===== config.mk =====
export PLATFORM = sky130hd
export DESIGN_NAME = msix_req_gate
export DESIGN_NICKNAME = d
export VERILOG_FILES = /design/src/rtl/msix_gate_pkg.sv /design/src/rtl/msix_fn_ctl.sv /design/src/rtl/msix_req_judge.sv /design/src/rtl/msix_issue_ctl.sv /design/src/rtl/msix_req_gate.sv
export SDC_FILE = /design/constraint.sdc
export NUM_CORES = 1
export LEC_CHECK = 0
export BUFFER_PORTS_ARGS = -buffer_cell sky130_fd_sc_hd__buf_2
export CORE_MARGIN = 2
export CORE_UTILIZATION = 43
export DETAILED_ROUTE_END_ITERATION = 8
export GPL_TIMING_DRIVEN = 0
export PLACE_DENSITY = 0.74
export SYNTH_ARGS = -nofsm -noshare
export SYNTH_HDL_FRONTEND = slang
export SYNTH_HIERARCHICAL = 1
export SYNTH_SLANG_ARGS = --single-unit

===== constraint.sdc =====
create_clock -name clk -period 2.4 [get_ports clk]
set_clock_uncertainty 0.15 [all_clocks]
set_input_delay 0.12 -clock clk [delete_from_list [all_inputs] [get_ports clk]]
set_output_delay 0.12 -clock clk [all_outputs]
set_load 0.05 [all_outputs]

===== src/rtl/msix_gate_pkg.sv =====
package msix_gate_pkg;

  localparam int NUM_PF = 2;

  typedef enum logic [1:0] {
    ST_IDLE = 2'd0,
    ST_SEND = 2'd1,
    ST_REJ  = 2'd2
  } gate_state_e;

  typedef struct packed {
    logic bad_fn;
    logic disabled;
    logic masked;
  } verdict_t;

endpackage


===== src/rtl/msix_fn_ctl.sv =====
module msix_fn_ctl #(
  parameter int NUM_FN = 6,
  parameter int FN_W   = 8
) (
  input  logic              clk,
  input  logic              rst,
  input  logic              cfg_we,
  input  logic [FN_W-1:0]   cfg_fn,
  input  logic              cfg_enable,
  input  logic              cfg_mask,
  output logic [NUM_FN-1:0] en_vec,
  output logic [NUM_FN-1:0] mask_vec
);

  for (genvar i = 0; i < NUM_FN; i++) begin : g_fn
    logic hit;
    assign hit = cfg_we && (cfg_fn == FN_W'(i));

    always_ff @(posedge clk) begin
      if (rst) begin
        en_vec[i]   <= 1'b0;
        mask_vec[i] <= 1'b1;
      end else if (hit) begin
        en_vec[i]   <= cfg_enable;
        mask_vec[i] <= cfg_mask;
      end
    end
  end

endmodule


===== src/rtl/msix_req_judge.sv =====
module msix_req_judge
  import msix_gate_pkg::*;
#(
  parameter int NUM_FN = 6,
  parameter int FN_W   = 8
) (
  input  logic [FN_W-1:0]   req_fn,
  input  logic [NUM_FN-1:0] en_vec,
  input  logic [NUM_FN-1:0] mask_vec,
  output logic              reject
);

  verdict_t vd;
  logic     hit_any;
  logic     sel_en;
  logic     sel_mask;

  always_comb begin
    hit_any  = 1'b0;
    sel_en   = 1'b0;
    sel_mask = 1'b1;
    for (int i = 0; i < NUM_FN; i++) begin
      if (req_fn == FN_W'(i)) begin
        hit_any  = 1'b1;
        sel_en   = en_vec[i];
        sel_mask = mask_vec[i];
      end
    end
    vd.bad_fn   = !hit_any;
    vd.disabled = !sel_en;
    vd.masked   = sel_mask;
    reject      = vd.bad_fn | vd.disabled | vd.masked;
  end

endmodule


===== src/rtl/msix_issue_ctl.sv =====
module msix_issue_ctl
  import msix_gate_pkg::*;
#(
  parameter int ADDR_W = 64,
  parameter int DATA_W = 32
) (
  input  logic              clk,
  input  logic              rst,
  input  logic              req_valid,
  input  logic              reject,
  input  logic [ADDR_W-1:0] req_addr,
  input  logic [DATA_W-1:0] req_data,
  input  logic              desc_ready,
  output logic              busy,
  output logic              ack,
  output logic              err,
  output logic              desc_valid,
  output logic [ADDR_W-1:0] desc_addr,
  output logic [DATA_W-1:0] desc_data
);

  gate_state_e state_q;
  logic        accept;

  assign accept = req_valid && (state_q == ST_IDLE);

  always_ff @(posedge clk) begin
    if (rst) begin
      state_q <= ST_IDLE;
    end else begin
      case (state_q)
        ST_IDLE: if (accept) state_q <= reject ? ST_REJ : ST_SEND;
        ST_SEND: if (desc_ready) state_q <= ST_IDLE;
        ST_REJ:  state_q <= ST_IDLE;
        default: state_q <= ST_IDLE;
      endcase
    end
  end

  always_ff @(posedge clk) begin
    if (rst) begin
      desc_addr <= '0;
      desc_data <= '0;
    end else if (accept && !reject) begin
      desc_addr <= req_addr;
      desc_data <= req_data;
    end
  end

  assign busy       = (state_q != ST_IDLE);
  assign desc_valid = (state_q == ST_SEND);
  assign err        = (state_q == ST_REJ);
  assign ack        = err || (desc_valid && desc_ready);

endmodule


===== src/rtl/msix_req_gate.sv =====
module msix_req_gate
  import msix_gate_pkg::*;
#(
  parameter int NUM_VF = 4,
  parameter int FN_W   = 8,
  parameter int ADDR_W = 64,
  parameter int DATA_W = 32
) (
  input  logic              clk,
  input  logic              rst,
  input  logic              cfg_we,
  input  logic [FN_W-1:0]   cfg_fn,
  input  logic              cfg_enable,
  input  logic              cfg_mask,
  input  logic              req_valid,
  input  logic [FN_W-1:0]   req_fn,
  input  logic [ADDR_W-1:0] req_addr,
  input  logic [DATA_W-1:0] req_data,
  output logic              ack,
  output logic              err,
  output logic              desc_valid,
  input  logic              desc_ready,
  output logic [ADDR_W-1:0] desc_addr,
  output logic [DATA_W-1:0] desc_data,
  output logic [NUM_PF-1:0] en_pf,
  output logic [NUM_PF-1:0] mask_pf,
  output logic [NUM_VF-1:0] en_vf,
  output logic [NUM_VF-1:0] mask_vf
);

  localparam int NUM_FN = NUM_PF + NUM_VF;

  logic [NUM_FN-1:0] en_vec;
  logic [NUM_FN-1:0] mask_vec;
  logic              reject;
  logic              busy;

  msix_fn_ctl #(.NUM_FN(NUM_FN), .FN_W(FN_W)) u_fn_ctl (
    .clk        (clk),
    .rst        (rst),
    .cfg_we     (cfg_we),
    .cfg_fn     (cfg_fn),
    .cfg_enable (cfg_enable),
    .cfg_mask   (cfg_mask),
    .en_vec     (en_vec),
    .mask_vec   (mask_vec)
  );

  msix_req_judge #(.NUM_FN(NUM_FN), .FN_W(FN_W)) u_judge (
    .req_fn   (req_fn),
    .en_vec   (en_vec),
    .mask_vec (mask_vec),
    .reject   (reject)
  );

  msix_issue_ctl #(.ADDR_W(ADDR_W), .DATA_W(DATA_W)) u_issue (
    .clk        (clk),
    .rst        (rst),
    .req_valid  (req_valid),
    .reject     (reject),
    .req_addr   (req_addr),
    .req_data   (req_data),
    .desc_ready (desc_ready),
    .busy       (busy),
    .ack        (ack),
    .err        (err),
    .desc_valid (desc_valid),
    .desc_addr  (desc_addr),
    .desc_data  (desc_data)
  );

  assign en_pf   = en_vec[NUM_PF-1:0];
  assign mask_pf = mask_vec[NUM_PF-1:0];
  assign en_vf   = en_vec[NUM_FN-1:NUM_PF];
  assign mask_vf = mask_vec[NUM_FN-1:NUM_PF];

endmodule


==> impl_results.md <==
- Leak: 0.00343 uW
- Unrepaired setup endpoints after global routing: yes
- Crit path max fanout: 9
- Num CTS Buffers: 9
- Clk_lat worst skew: 0.34 ns
- CP required: 2.51 ns
- CP startpoint kind: flop
- Clk root buf: clkbuf_16
- DR vias: 4701
- Distinct cells, synth: 31
- Placed Instance Area: 0.00637 sq mm
- Critical Path Max Stage Delay: 0.35 ns
- Synth Warn #: 6
- Post-synth top area cell: dfxtp_1
- Post-synth EDFFs: 0
- Worst-path clk slew: 0.07 ns
- Routed wire per std cell: 15.3 um
- Max_cap viols: 0
- Total track usage: 23.3%
- Initial Util: 44.1%
- Fraction of layout instances using a drive strength above 1: 32.9%
- Max-slew violation count: 0
- Final worst path period need: 2.33 ns
- Post-synth top area share: 43.7%
- Post-synthesis instance total: 493
- Synth cell count leaders: nand2b_1, dfxtp_1, mux2i_1
- Antenna-violating nets left: 0
- Post-place setup slack: -0.246 ns
- WP buf/inv: 3
- GR Overflow Total: 0
- DR pass1 iterations: 4
- Worst-Margin Slew: 0.680 ns
- Avg Synthesized Cell Area: 10.2 sq um
- Status: complete, no violations
- Syn nets: 612
- DIE HEIGHT: 112 um
- Asr flop ratio synth: 0%
- Clock Tree Buf Depth: 2
- Die width: 112 um
- DIE AREA: 0.0126 sq mm
- Crit-path cells: mux2_4 -> o21ai_2 -> o31ai_1 -> or3_1 -> nor4b_2 -> buf_4 -> buf_12 -> buf_12 -> mux2i_2
- Core Region: 0.0114 sq mm
- Number of global-route vias before repair: 4927
- Primary FF master, synth: dfxtp_1
- Final hold violation count: 0
- RD Place Congestion: 0.800
- CTS tree: built
- Worst EP arrival: 2.44 ns
- Dominant cell by count in the synthesized netlist: nand2b_1
- Max IR drop VDD: 0.429 mV
- I/O Buffers: 228
- Initial antenna violation count: 0
- Pin count of the biggest net entering global routing: 16
- Largest delay share family, worst path: simple AND/OR/NAND/NOR gates
- Tcrit/Tclk final: 96.9%
- # rows: 39
- Synthesis-to-finish area growth: 56.0%
- Via/cell ratio: 4.76
- Min Hold Slack: 0.0231 ns
- Setup ws final: 0.0734 ns
- Ports: 230
- Setup_tns: 0 ns
- Synthesis-stage register bit count: 110
- Worst min path class: in -> reg
- Endpoints failing setup: 0
- Critical path's slowest cell: or3_1
- WS Path Type: reg -> reg
- Sinks on Clock Net: 110
- CTS H-tree depth: 3
- DRT Wirelength: 15100 um
- Final std cell area, no fill: 0.00787 sq mm
- Seq/Total Area, Yosys: 43.7%
- Nets: 959
- First-pass GRT wire length: 23800 um
- Hpwl dp: 9590 um
- Netlist Area Pre-Place: 0.00504 sq mm
- PwrDens: 460 mW/mm^2
- Diode count: 0
- Post-route DRC violation count: 0
- Max Fclk: 430 MHz
- Main area contributors after synthesis: dfxtp_1, nand2b_1, mux2i_1, clkbuf_1, buf_12
- Slew headroom: 54.6%
- Layout Utilization: 68.9%
- Initial DRC Count: 200
- Setup crit end kind: flop
- Most frequent CP cell: buf_12
## metrics by stage
step	std cells	power [uW]
2_1_floorplan	493	2010
3_3_place_gp	864	2140
3_5_place_dp	864	2150
4_1_cts	984	3640
5_1_grt	988	3770
6_report	988	3620
## power by group
| part | internal (uW) | switching, uW |
|---|---|---|
| registers | 1830 | 1.75 |
| clock network | 735 | 640 |
| logic | 262 | 157 |
| total | 2820 | 799 |
## kinds of logic (layout without fill, tap and decap cells)
group           Yosys count  in the layout  share of synthesized area [%]
simple gates            231            231                           28.6
mux                     112            112                           22.5
flops                   110            110                           43.7
buf+inv                  34            386                           4.34
compound gates            6              6                          0.819
## routing by layer
| layer | global-route usage (%) | part of all wire, % | vias up |
|---|---|---|---|
| li1 | - | - | 2308 |
| met1 | 25.7 | 39 | 2179 |
| met2 | 42.6 | 52 | 172 |
| met3 | 4.86 | 5.2 | 42 |
| met4 | 11.1 | 3.7 | 0 |
| met5 | 0 | 0 | - |
## placed cells by master (no fill, tap or decap), types with 2 or more instances in the layout
master,Yosys,routed
nand2b_1,200,200
buf_12,3,10
clkbuf_1,22,27
nand4_1,2,2
mux2i_1,110,105
buf_2,1,228
dlygate4sd3_1,0,100
mux2i_2,0,5
nand2_1,2,2
dfxtp_1,110,104
clkbuf_16,0,12
nand3_1,2,2
nor2_1,11,11
buf_6,1,2
nor2b_1,4,4
nor3b_1,2,2
dfxtp_2,0,6
buf_4,6,4
## sequential cells by signal, indices dropped and copies added, names as in the netlist
register / flops
u_fn_ctl/en_vec: 6
u_issue/state_q: 2
u_issue/desc_data: 32
u_fn_ctl/mask_vec: 6
u_issue/desc_addr: 64
## area by class of cell
type / count / area [sq um]
fill: 868 / 3550
multi-input combinational: 349 / 2650
timing repair buffer: 336 / 2280
sequential: 110 / 2210
buffer: 34 / 284
clock buffer: 15 / 258
tap: 143 / 179
clock inverter: 1 / 5.00
## what timing repair did
| action | 4_1_cts | 5_1_grt |
|---|---|---|
| gates resized for setup | 5 | 20 |
| setup buffers | 4 | 1 |
| setup endpoints to repair | 40 | 95 |
| endpoints found under the hold margin | 105 | 0 |
| pin swaps | 0 | 0 |
| hold buffers | 100 | 0 |
| cloned | 0 | 3 |
## worst min-delay path, cell delays in order
cell	delay, ns
buf_2	0.12
nand4_1	0.14
mux2i_1	0.09
## final timing paths
kind	slack [ns]	end	cells after the start	startpoint
worst max-delay path	0.07	u_issue/desc_addr[46]$_SDFFE_PP0P_	9	u_fn_ctl/mask_vec[2]$_SDFFE_PP1P_
worst min-delay path	0.02	u_fn_ctl/en_vec[5]$_SDFFE_PP0P_	3	cfg_fn[0]
worst max register to register	0.07	u_issue/desc_addr[46]$_SDFFE_PP0P_	9	u_fn_ctl/mask_vec[2]$_SDFFE_PP1P_
worst min register to register	0.32	u_issue/desc_addr[37]$_SDFFE_PP0P_	2	u_issue/desc_addr[37]$_SDFFE_PP0P_
No activity file was read; power rests on OpenSTA's default activity.
